### src/rtl/otp_seq_pkg.sv
`timescale 1ns/1ps
package otp_seq_pkg;

    typedef enum logic [1:0] {
        ST_READY     = 2'b00,
        ST_TEST_FAIL = 2'b01,
        ST_MISMATCH  = 2'b10,
        ST_LOCKED    = 2'b11
    } otp_status_e;

    typedef enum logic [2:0] {
        S_BOOT,
        S_IDLE,
        S_BLOW,
        S_TEST_CHK,
        S_COMPARE,
        S_DONE
    } seq_state_e;

    // A final status is any code other than ready; it is never left before reset.
    function automatic logic is_final(input otp_status_e st);
        return st != ST_READY;
    endfunction

endpackage

### src/rtl/otp_blow_timer.sv
`timescale 1ns/1ps
module otp_blow_timer #(
    parameter int BLOW_CYCLES = 4
) (
    input  logic clk,
    input  logic rst,
    input  logic run,
    output logic step_done
);
    localparam int CNT_W = (BLOW_CYCLES > 1) ? $clog2(BLOW_CYCLES) : 1;
    localparam logic [CNT_W-1:0] LAST = CNT_W'(BLOW_CYCLES - 1);

    logic [CNT_W-1:0] cnt_q;

    assign step_done = run && (cnt_q == LAST);

    always_ff @(posedge clk) begin
        if (rst || !run || step_done) begin
            cnt_q <= '0;
        end else begin
            cnt_q <= cnt_q + 1'b1;
        end
    end

    // a step never runs past its programmed length
    p_step_len_r5: assert property (@(posedge clk) disable iff (rst)
        run && !step_done |=> (cnt_q != '0) || !run);

endmodule

### src/rtl/otp_wiper_select.sv
`timescale 1ns/1ps
module otp_wiper_select #(
    parameter int CODE_W = 6
) (
    input  logic              clk,
    input  logic              rst,
    input  logic              load,
    input  logic [CODE_W-1:0] fuse_data,
    input  logic              use_fuse,
    input  logic [CODE_W-1:0] reg_code,
    output logic [CODE_W-1:0] wiper
);
    logic [CODE_W-1:0] latch_q;

    always_ff @(posedge clk) begin
        if (rst) begin
            latch_q <= '0;
        end else if (load) begin
            latch_q <= fuse_data;
        end
    end

    assign wiper = use_fuse ? latch_q : reg_code;

endmodule

### src/rtl/otp_fuse_sequencer.sv
`timescale 1ns/1ps
module otp_fuse_sequencer
    import otp_seq_pkg::*;
#(
    parameter int CODE_W      = 6,
    parameter int BLOW_CYCLES = 4
) (
    input  logic                        clk,
    input  logic                        rst,
    input  logic                        prog_req_i,
    input  logic [CODE_W-1:0]           code_i,
    input  logic [CODE_W+1:0]           fuse_sense_i,
    output logic                        blow_o,
    output logic [$clog2(CODE_W+2)-1:0] blow_idx_o,
    output logic [1:0]                  status_o,
    output logic                        locked_o,
    output logic                        busy_o,
    output logic [CODE_W-1:0]           wiper_o
);
    localparam int NFUSE = CODE_W + 2;
    localparam int IDX_W = $clog2(NFUSE);
    localparam logic [IDX_W-1:0] IDX_TEST       = '0;
    localparam logic [IDX_W-1:0] IDX_FIRST_DATA = IDX_W'(1);
    localparam logic [IDX_W-1:0] IDX_LAST_DATA  = IDX_W'(CODE_W);
    localparam logic [IDX_W-1:0] IDX_LOCK       = IDX_W'(NFUSE - 1);

    seq_state_e        state_q;
    otp_status_e       status_q;
    logic [IDX_W-1:0]  idx_q;
    logic              locked_q;
    logic              step_done;
    logic              data_match;
    logic              latch_load;
    logic [NFUSE-1:0]  blow_wanted;
    logic [CODE_W-1:0] sensed_data;

    // Test and lock fuses are always strobed; data fuses only for ones.
    assign blow_wanted = {1'b1, code_i, 1'b1};
    assign sensed_data = fuse_sense_i[CODE_W:1];
    assign data_match  = (sensed_data == code_i);
    assign latch_load  = ((state_q == S_BOOT) && fuse_sense_i[IDX_LOCK]) ||
                         ((state_q == S_COMPARE) && data_match);

    assign blow_o     = (state_q == S_BLOW) && blow_wanted[idx_q];
    assign blow_idx_o = idx_q;
    assign status_o   = status_q;
    assign locked_o   = locked_q;
    assign busy_o     = (state_q == S_BLOW) || (state_q == S_TEST_CHK) ||
                        (state_q == S_COMPARE);

    otp_blow_timer #(.BLOW_CYCLES(BLOW_CYCLES)) u_timer (
        .clk       (clk),
        .rst       (rst),
        .run       (state_q == S_BLOW),
        .step_done (step_done)
    );

    otp_wiper_select #(.CODE_W(CODE_W)) u_wiper (
        .clk       (clk),
        .rst       (rst),
        .load      (latch_load),
        .fuse_data (sensed_data),
        .use_fuse  (locked_q),
        .reg_code  (code_i),
        .wiper     (wiper_o)
    );

    always_ff @(posedge clk) begin
        if (rst) begin
            state_q  <= S_BOOT;
            status_q <= ST_READY;
            idx_q    <= IDX_TEST;
            locked_q <= 1'b0;
        end else begin
            case (state_q)
                S_BOOT: begin
                    if (fuse_sense_i[IDX_LOCK]) begin
                        status_q <= ST_LOCKED;
                        locked_q <= 1'b1;
                        state_q  <= S_DONE;
                    end else if (fuse_sense_i[IDX_TEST]) begin
                        status_q <= ST_MISMATCH;
                        state_q  <= S_DONE;
                    end else begin
                        state_q  <= S_IDLE;
                    end
                end
                S_IDLE: begin
                    if (prog_req_i && !is_final(status_q)) begin
                        idx_q   <= IDX_TEST;
                        state_q <= S_BLOW;
                    end
                end
                S_BLOW: begin
                    if (step_done) begin
                        if (idx_q == IDX_TEST) begin
                            state_q <= S_TEST_CHK;
                        end else if (idx_q == IDX_LOCK) begin
                            status_q <= ST_LOCKED;
                            locked_q <= 1'b1;
                            state_q  <= S_DONE;
                        end else if (idx_q == IDX_LAST_DATA) begin
                            state_q <= S_COMPARE;
                        end else begin
                            idx_q <= idx_q + 1'b1;
                        end
                    end
                end
                S_TEST_CHK: begin
                    if (fuse_sense_i[IDX_TEST]) begin
                        idx_q   <= IDX_FIRST_DATA;
                        state_q <= S_BLOW;
                    end else begin
                        status_q <= ST_TEST_FAIL;
                        state_q  <= S_DONE;
                    end
                end
                S_COMPARE: begin
                    if (data_match) begin
                        idx_q   <= IDX_LOCK;
                        state_q <= S_BLOW;
                    end else begin
                        status_q <= ST_MISMATCH;
                        state_q  <= S_DONE;
                    end
                end
                default: begin
                end
            endcase
        end
    end

    // no strobe outside a programming run
    p_strobe_in_run_r4: assert property (@(posedge clk) disable iff (rst)
        blow_o |-> busy_o);

    // status stays at ready for the whole of a run
    p_ready_while_busy_r2: assert property (@(posedge clk) disable iff (rst)
        busy_o |-> status_o == 2'b00);

    // the wiper register is frozen during a run
    p_code_frozen_r3: assert property (@(posedge clk) disable iff (rst)
        busy_o && $past(busy_o) |-> $stable(code_i));

    // lock only rises together with the success code
    p_lock_with_success_r7: assert property (@(posedge clk) disable iff (rst)
        $rose(locked_o) |-> status_o == 2'b11);

    // lock is sticky and the wiper holds while locked
    p_lock_sticky_r8: assert property (@(posedge clk) disable iff (rst)
        locked_o |=> locked_o && status_o == 2'b11);
    p_wiper_frozen_r8: assert property (@(posedge clk) disable iff (rst)
        locked_o && $past(locked_o) |-> $stable(wiper_o));

    // a final status never restarts a run or changes
    p_no_retry_r9: assert property (@(posedge clk) disable iff (rst)
        is_final(otp_status_e'(status_o)) && !busy_o |=> !busy_o && $stable(status_o));

endmodule

### config.mk
export PLATFORM = sky130hd
export DESIGN_NAME = otp_fuse_sequencer
export DESIGN_NICKNAME = d
export VERILOG_FILES = /design/src/rtl/otp_seq_pkg.sv /design/src/rtl/otp_blow_timer.sv /design/src/rtl/otp_wiper_select.sv /design/src/rtl/otp_fuse_sequencer.sv
export SDC_FILE = /design/constraint.sdc
export NUM_CORES = 1
export LEC_CHECK = 0
export ABC_AREA = 1
export BUFFER_PORTS_ARGS = -buffer_cell sky130_fd_sc_hd__buf_2
export CAP_MARGIN = 0
export CORE_ASPECT_RATIO = 0.9
export CORE_MARGIN = 1
export CORE_UTILIZATION = 45
export CTS_CLUSTER_SIZE = 25
export DETAILED_ROUTE_END_ITERATION = 12
export PLACE_DENSITY_LB_ADDON = 0.15
export SLEW_MARGIN = 30
export SYNTH_ARGS = -nofsm -noshare
export SYNTH_HDL_FRONTEND = slang
export SYNTH_HIERARCHICAL = 1
export SYNTH_SLANG_ARGS = --single-unit
### constraint.sdc
create_clock -name clk -period 2.8 [get_ports clk]
set_input_delay 0.56 -clock clk [delete_from_list [all_inputs] [get_ports clk]]
set_output_delay 0.56 -clock clk [all_outputs]
set_load 0.1 [all_outputs]
# After elaboration in Yosys (flattened, before gate mapping)
# Cells that the tools add are included.
[word_totals]
ff_bits = 17
input_bits = 17
output_inout_bits = 14
wordCells = 87
[op_classes]
add_sub_neg = 2
magnitude_cmp = 1
n_eq_ne = 21
n_mux = 34
reduce_logical = 23
[ops]
columns = ["cell", "n"]
rows = [
  ["two-way mux 3 bit", 16],
  ["!= test 2 bit, second input constant", 11],
  ["case mux 3 bit (5 select lines)", 1],
  ["two-way mux 2 bit", 7],
  ["case mux 3 bit (4 select lines)", 1],
  ["equality test 3 bit, second input constant", 3],
  ["case mux 2 bit (4 select lines)", 1],
  ["AND reduction 8 bit", 1],
  ["nonzero test 4 bit", 2],
  ["AND reduction 7 bit", 1],
  ["equality test 3 x 2 -> 1 bit, second input constant", 2],
  ["equality test 6 bit", 1],
  ["logical NOT 3 bit", 2],
  ["two-way mux 6 bit", 1],
  ["logical AND 1 bit", 5],
  ["logical OR 1 bit", 5],
  ["two-way mux 1 bit", 5],
  ["AND reduction 5 bit", 1],
  ["nonzero test 5 bit", 1],
  ["less-than comparator 3 x 4 -> 1 bit, second input constant", 1],
  ["!= test 4 bit, second input constant", 1],
  ["AND reduction 4 bit", 1],
  ["nonzero test 2 bit", 2],
  ["adder 3 x 1 -> 3 bit, second input constant", 1],
  ["7 further kinds", 8],
]

# Longest topological paths before layout
# Gate-level depths: netlist of the first run.
[depth]
ltp_word = 6
ltp_mapped = 13
ltp_nobuf = 13

# Cells and area by module
# Netlist of the first run, hierarchy kept.
[by_module_without_submodules]
columns = ["module", "n_inst", "cells_each", "area_per_inst_um2", "seq_area_each_um2"]
rows = [
  ["otp_fuse_sequencer", 1, 150, 909.6, 180.2],
  ["otp_wiper_select", 1, 57, 330.3, 120.1],
  ["otp_blow_timer", 1, 11, 88.8, 40.0],
]

# Worst setup path after synthesis of the first run
# OpenSTA, ideal clock, no wires.
[synth_timing]
path_type = "reg-to-output"
from = "register idx_q[0] (netlist: blow_idx_o[0])"
to = "output blow_o"
arrival_ns = 3.116
required_time_ns = 2.240
setup_slack_ns = -0.876
stages_incl_launch_ff = 5
n_path_buf = 0
path_cell_list = "dfxtp_1 inv_1 o211ai_1 o311ai_0 a21oi_1"
[synth_via]
elab_chain_len = 3
[synth_rtl]
columns = ["item", "line", "rtl"]
rows = [
  ["start, declared", "otp_fuse_sequencer.sv:29", "logic [IDX_W-1:0] idx_q;"],
  ["start signal, assigned", "otp_fuse_sequencer.sv:105", "idx_q <= idx_q + 1'b1;"],
  ["binary-select mux 1 bit (select 3 bit)", "otp_fuse_sequencer.sv:44", "assign blow_o = (state_q == S_BLOW) && blow_wanted[idx_q];"],
  ["two-way mux 1 bit (not written as such)", "otp_fuse_sequencer.sv:44", ""],
  ["logical AND 1 bit", "otp_fuse_sequencer.sv:44", ""],
  ["end, declared", "otp_fuse_sequencer.sv:13", "output logic blow_o,"],
]
# Every way passes these cells. The select of a mux whose other input is x is not followed.

# Worst setup path after layout of the first run
# Ends and elaborated chain as after synthesis.

==> load_flow_metrics.sql, run 1 <==
INSERT INTO impl_metrics (metric_group, metric, value, unit) VALUES
('clock_tree', 'clock_h_tree_levels', '1', ''),
('sta', 'fin_crit', '2.53', 'ns'),
('detailed_routing', 'drt-pass1-iter-count', '4', ''),
('global_route', 'global_route_wire_length_before_repair', '4730', 'um'),
('global_route', 'largest_net_degree_at_the_start_of_global_routing', '15', ''),
('synth', 'syn_inst', '218', ''),
('clock_tree', 'cts_inserted_buffers', '3', ''),
('global_route', 'first_global_vias', '1119', ''),
('pwr', 'max-vdd-ir-drop', '0.652', 'mV'),
('detailed_routing', 'drt.antenna.violating_nets', '0', ''),
('final_layout', 'nNetsFinal', '272', ''),
('final_layout', 'layout.cell_area.non_filler', '1540', 'sq um'),
('setup_path', 'setup.worst_path.start_class', 'flop', ''),
('sta', 'grt_setup_unrepaired', 'no', ''),
('sta', 'timing.final.ws_setup', '0.271', 'ns'),
('synth', 'number_of_register_bits_inferred_by_synthesis', '17', ''),
('sta', 'final_cycle_share', '0.903', ''),
('clock_tree', 'postCtsSetupBuffers', '0', ''),
('sta', 'timing.slew.headroom', '0.624', ''),
('synth', 'avgSynthCellArea', '6.10', 'sq um'),
('floorplanning', 'die_x', '59.3', 'um'),
('placement', 'place.detailed.hpwl', '2250', 'um'),
('pwr', 'static-leakage-power', '0.899', 'nW'),
('clock_tree', 'root_buffer', 'sky130_fd_sc_hd__clkbuf_4', ''),
('detailed_routing', 'detail_route.wl_per_cell', '9.82', 'um'),
('setup_path', 'critical_path_class', 'flop to primary output', ''),
('placement', 'routability_driven_placement_congestion_ratio', '0.904', ''),
('clock_tree', 'ctsResizeCount', '0', ''),
('floorplanning', 'design.core.area', '2770', 'sq um'),
('run_status', 'outcome', 'finished, final reports clean', ''),
('worst_hold_path', 'hold_class', 'flop to flop', ''),
('placement', 'total_placed_instance_area', '1510', 'sq um'),
('sta', 'final-setup-viol-count', '0', ''),
('clock_tree', 'cts_tree', 'done', ''),
('synth', 'async_flop_share', '0', ''),
('clock_tree', 'post_cts_hold_buffer_count', '0', ''),
('synth', 'syn-cell-area', '1330', 'sq um'),
('clock_tree', 'insertion_delay', '0.30', 'ns'),
('global_route', 'grt_overflow', '0', ''),
('global_route', 'antenna_found_initial', '0', ''),
('pwr', 'design_power_total', '1.79', 'mW'),
('placement', 'post_placement_cell_count', '285', ''),
('clock_tree', 'tritoncts_num_sinks', '17', ''),
('floorplanning', 'die_y', '53.6', 'um'),
('detailed_routing', 'final_routed_drc_violation_total', '0', ''),
('synth', 'yosysUniqueCellTypes', '27', ''),
('final_layout', 'final_cell_count_no_fill', '289', ''),
('sta', 'finalHoldViolations', '0', ''),
('synth', 'synth-edff-count', '0', ''),
('detailed_routing', 'routed_via_density', '4.60', ''),
('pwr', 'power.density', '1170', 'nW/um^2'),
('detailed_routing', 'vias', '1330', ''),
('synth', 'ys.flop_type', 'sky130_fd_sc_hd__dfxtp_1', ''),
('sta', 'report.final.slew_viol_count', '0', ''),
('synth', 'yosysSeqAreaShare', '0.256', ''),
('setup_path', 'cp.required', '2.24', 'ns'),
('placement', 'dp_slack', '0.582', 'ns'),
('final_layout', 'final_cell_mix', 'sky130_fd_sc_hd__nand2_1, sky130_fd_sc_hd__inv_1, sky130_fd_sc_hd__buf_2', ''),
('floorplanning', 'ioPinCount', '31', ''),
('floorplanning', 'initial_utilization', '0.480', ''),
('flow_run', 'max_cap_violations', '0', ''),
('sta', 'tightestPinTransition', '0.556', 'ns'),
('detailed_routing', 'finalWirelength', '2840', 'um'),
('synth', 'synth_fp_nets', '240', ''),
('synth', 'synth_top_cell_by_area', 'sky130_fd_sc_hd__dfxtp_1', ''),
('final_layout', 'layout_commonest_cell', 'sky130_fd_sc_hd__nand2_1', ''),
('floorplanning', 'dieArea', '3170', 'sq um'),
('synth', 'ys_top_cells_by_area', 'sky130_fd_sc_hd__dfxtp_1, sky130_fd_sc_hd__nand2_1, sky130_fd_sc_hd__inv_1', ''),
('synth', 'synthDominantCellAreaShare', '0.256', ''),
('final_layout', 'layout-area-overhead-vs-synth', '15.7', '%'),
('setup_path', 'arrival', '1.97', 'ns');
## report_power, final
group	switching, mW	leakage, nW	internal [mW]	total (mW)
clock	0.0843	0.0177	0.0533	0.138
sequential	0.112	0.140	0.324	0.436
combinational	0.943	0.741	0.277	1.22
total	1.14	0.899	0.654	1.79
## cell families after synthesis
kind of cell / Yosys count / share of synthesized area
XOR/XNOR: 1 / 0.00659
flip-flops: 17 / 0.256
AO/OA/AOI/OAI: 25 / 0.105
buffers and inverters: 46 / 0.144
adder cells (fa/ha/maj): 5 / 0.0471
AND/OR/NAND/NOR: 124 / 0.441
## routing by layer
layer,wire (um),up-vias,GRT usage
met5,0,-,0
met4,23,0,0.0357
met3,144,4,0.0433
met2,1130,32,0.313
met1,1540,564,0.283
li1,-,730,-
## layout make-up
type / count / area [sq um]
Timing Repair Buffer: 30 / 150
Clock buffer: 3 / 22.5
Clock inverter: 1 / 5.00
Multi-Input combinational cell: 155 / 808
Sequential cell: 17 / 340
Inverter: 43 / 161
Fill cell: 293 / 1230
Tap cell: 40 / 50.0
## critical path: stages (launching register included)
cell and delay (ns):
sky130_fd_sc_hd__dfxtp_1 0.52, sky130_fd_sc_hd__inv_1 0.15, sky130_fd_sc_hd__o211ai_1 0.19, sky130_fd_sc_hd__o311ai_0 0.22, sky130_fd_sc_hd__a21oi_4 0.16, sky130_fd_sc_hd__buf_2 0.43
## through the flow
| step | hold WS (ns) | TNS [ns] | utilization |
|---|---|---|---|
| floorplan | 0.396 | -0.557 | - |
| global placement | 0.410 | 0 | 0.545 |
| detailed placement | 0.409 | 0 | 0.545 |
| CTS | 0.426 | 0 | 0.555 |
| global route | 0.444 | 0 | 0.555 |
| finish | 0.420 | 0 | 0.555 |
## flip-flops by register name, indices dropped and copies added (netlist names)
| signal | flops |
|---|---|
| u_wiper/latch_q | 6 |
| u_timer/cnt_q | 2 |
| locked_o | 1 |
| status_o | 2 |
| state_q | 3 |
| blow_idx_o | 3 |
## final timing paths
kind,start,end,slack (ns),cells after the start
setup reg to reg,state_q[0],u_wiper/latch_q[3],0.96,8
hold reg to reg,u_timer/cnt_q[0],u_timer/cnt_q[0],0.42,1
hold / removal,u_timer/cnt_q[0],u_timer/cnt_q[0],0.42,1
setup / recovery,blow_idx_o[0],blow_o,0.27,5
## synth_stat cells (all sizes together) (2+ instances only)
cell    instances
a21oi          11
buf             3
dfxtp          17
ha              5
inv            43
nand2          70
nand3          17
nand4           2
nor2           30
nor3            2
o211ai          2
o21ai          10
or2             2
(Power assumes the default switching activity.)
==> run 2: changes to the inputs <==
--- a/config.mk
+++ b/config.mk
@@ -14,7 +14,7 @@
 export CTS_CLUSTER_SIZE = 25
 export DETAILED_ROUTE_END_ITERATION = 12
 export PLACE_DENSITY_LB_ADDON = 0.15
-export SLEW_MARGIN = 30
+export SLEW_MARGIN = 20
 export SYNTH_ARGS = -nofsm -noshare
 export SYNTH_HDL_FRONTEND = slang
 export SYNTH_HIERARCHICAL = 1
==> constraint.sdc (replaced) <==
create_clock -name clk -period 3.1 [get_ports clk]
set_input_delay 0.62 -clock clk [delete_from_list [all_inputs] [get_ports clk]]
set_output_delay 0.62 -clock clk [all_outputs]
set_load 0.1 [all_outputs]
==> run 2 against run 1 <==
Register-to-register slack improved by 0.26 ns. Sequential power decreased by 10%. Global-route usage decreased by 0.16 points. Critical path depth unchanged. Largest power group unchanged. Critical path type unchanged. Utilization decreased by 0.32 points. Hold slack improved by 0.0097 ns. Die area unchanged. Clock skew increased by 0.0054 ns. Via count decreased by 1.3%.
==> load_flow_metrics.sql, run 2 (synthesized netlist as in run 1, its figures left out) <==
INSERT INTO impl_metrics (metric_group, metric, value, unit) VALUES
('final_layout', 'layout_commonest_cell', 'sky130_fd_sc_hd__nand2_1', ''),
('pwr', 'static-leakage-power', '0.894', 'nW'),
('final_layout', 'final_cell_mix', 'sky130_fd_sc_hd__nand2_1, sky130_fd_sc_hd__inv_1, sky130_fd_sc_hd__buf_2', ''),
('sta', 'timing.final.ws_setup', '0.594', 'ns'),
('sta', 'final_cycle_share', '0.808', ''),
('clock_tree', 'cts_inserted_buffers', '3', ''),
('global_route', 'antenna_found_initial', '0', ''),
('sta', 'grt_setup_unrepaired', 'no', ''),
('placement', 'post_placement_cell_count', '285', ''),
('sta', 'finalHoldViolations', '0', ''),
('sta', 'max_freq', '399', 'MHz'),
('detailed_routing', 'finalWirelength', '2900', 'um'),
('final_layout', 'largest-register', 'u_wiper/latch_q', ''),
('placement', 'place.detailed.hpwl', '2280', 'um'),
('placement', 'place.port_buffers', '30', ''),
('clock_tree', 'clock_tree.buffer_depth', '2', ''),
('setup_path', 'arrival', '1.89', 'ns'),
('global_route', 'first_global_vias', '1064', ''),
('clock_tree', 'ctsResizeCount', '0', ''),
('detailed_routing', 'vias', '1313', ''),
('run_status', 'outcome', 'finished, final reports clean', ''),
('sta', 'timing.slew.headroom', '0.676', ''),
('final_layout', 'nNetsFinal', '272', ''),
('floorplanning', 'design.core.area', '2770', 'sq um'),
('setup_path', 'path_buf_inv', '2', ''),
('final_layout', 'layout.cell_area.non_filler', '1530', 'sq um'),
('floorplanning', 'die_x', '59.3', 'um'),
('sta', 'tightestPinTransition', '0.490', 'ns'),
('pwr', 'max-vdd-ir-drop', '0.714', 'mV'),
('floorplanning', 'dieArea', '3170', 'sq um'),
('final_layout', 'antennaDiodeCount', '0', ''),
('pwr', 'power.density', '1060', 'nW/um^2'),
('detailed_routing', 'detail_route.wl_per_cell', '10.0', 'um'),
('clock_tree', 'clock_h_tree_levels', '1', ''),
('clock_tree', 'postCtsSetupBuffers', '0', ''),
('flow_run', 'max_cap_violations', '0', ''),
('global_route', 'grt_overflow', '0', ''),
('floorplanning', 'initial_utilization', '0.480', ''),
('sta', 'report.final.slew_viol_count', '0', ''),
('setup_path', 'critical_path_class', 'flop to primary output', ''),
('setup_path', 'timing.critical_path.fanout_max', '9', ''),
('floorplanning', 'floorplan.rows', '18', ''),
('detailed_routing', 'final_routed_drc_violation_total', '0', ''),
('floorplanning', 'die_y', '53.6', 'um'),
('sta', 'finClkSkew', '0.00833', 'ns'),
('detailed_routing', 'drt.antenna.violating_nets', '0', ''),
('setup_path', 'cp.required', '2.48', 'ns'),
('placement', 'total_placed_instance_area', '1500', 'sq um'),
('placement', 'routability_driven_placement_congestion_ratio', '0.881', ''),
('setup_path', 'cp_top_family', 'buffers and inverters', ''),
('detailed_routing', 'routed_via_density', '4.54', ''),
('setup_path', 'crit_slowest_cell', 'sky130_fd_sc_hd__dfxtp_1', ''),
('clock_tree', 'tritoncts_num_sinks', '17', ''),
('detailed_routing', 'drt-pass1-iter-count', '4', ''),
('sta', 'fin_crit', '2.51', 'ns'),
('setup_path', 'end_kind', 'primary output', ''),
('setup_path', 'setup.worst_path.start_class', 'flop', ''),
('detailed_routing', 'drt_first_iter_violations', '76', ''),
('floorplanning', 'ioPinCount', '31', ''),
('sta', 'final-setup-viol-count', '0', ''),
('final_layout', 'layout-area-overhead-vs-synth', '15.1', '%'),
('worst_hold_path', 'hold_class', 'flop to flop', ''),
('global_route', 'largest_net_degree_at_the_start_of_global_routing', '15', ''),
('global_route', 'global_route_wire_length_before_repair', '4650', 'um'),
('final_layout', 'final_cell_count_no_fill', '289', ''),
('setup_path', 'critical-path-max-stage-delay', '0.50', 'ns'),
('final_layout', 'largest_register_ff_count', '6', ''),
('clock_tree', 'cts_tree', 'done', ''),
('pwr', 'design_power_total', '1.62', 'mW'),
('clock_tree', 'post_cts_hold_buffer_count', '0', ''),
('placement', 'dp_slack', '0.807', 'ns'),
('clock_tree', 'root_buffer', 'sky130_fd_sc_hd__clkbuf_4', ''),
('clock_tree', 'post_cts_clock_slew_at_the_launch_and_capture_registers_of_the_worst_setup_and_hold_paths', '0.11', 'ns'),
('clock_tree', 'insertion_delay', '0.31', 'ns'),
('final_layout', 'drive_gt1_frac', '0.217', ''),
('global_route', 'gr-usage-all-layers', '0.198', ''),
('setup_path', 'critical_path_cell_sequence', 'inv_1 -> o211ai_1 -> o311ai_0 -> a21oi_2 -> buf_2', '');
## run 2: changes by cell type in the layout (fill, tap and decap cells not counted), sizes merged
cell	delta
clkbuf	+1
clkinv	-1
## run 2: worst reg2reg max path, cell delays in order (launching register included)
cell and delay, ns:
sky130_fd_sc_hd__dfxtp_1 0.45, sky130_fd_sc_hd__nor2_4 0.18, sky130_fd_sc_hd__nand2_2 0.15, sky130_fd_sc_hd__inv_1 0.14, sky130_fd_sc_hd__nand4_1 0.25, sky130_fd_sc_hd__nand2_1 0.39, sky130_fd_sc_hd__nand2_1 0.12, sky130_fd_sc_hd__nand2_1 0.07
sky130_fd_sc_hd__nor2_1 0.04
## run 2: final timing paths
kind,startpoint,end,slack [ns],cells after the start
setup / recovery,blow_idx_o[0],blow_o,0.59,5
hold reg to reg,u_timer/cnt_q[0],u_timer/cnt_q[0],0.43,1
hold / removal,u_timer/cnt_q[0],u_timer/cnt_q[0],0.43,1
setup reg to reg,state_q[0],u_wiper/latch_q[0],1.22,8
## run 2: per-stage QoR
stage          hold slack, ns  TNS, ns  utilization
4_1_cts                 0.430        0        0.552
5_1_grt                 0.455        0        0.552
6_report                0.430        0        0.552
3_5_place_dp            0.414        0        0.542
2_1_floorplan           0.396    -1.03            -
3_3_place_gp            0.411        0        0.542
## run 2: power by group
part	internal [mW]	switching, mW	leakage, nW	total [mW]
logic	0.248	0.851	0.740	1.10
clock network	0.0502	0.0786	0.0150	0.129
registers	0.292	0.0984	0.140	0.391
total	0.591	1.03	0.894	1.62
## run 2: layout make-up
class	count	area, sq um
flip-flops and latches	17	340
inverters	43	161
fillers	315	1240
multi-input cells	155	801
clock buffers	4	26.3
repair buffers	30	150
well taps	40	50.0
## run 2: layer usage
metal  global-route usage  vias to the layer above  share of wire
li1                     -                      730              -
met1                0.250                      550           0.50
met2                0.341                       31           0.44
met3               0.0529                        2          0.051
met4               0.0357                        0         0.0041
met5                    0                        -              0
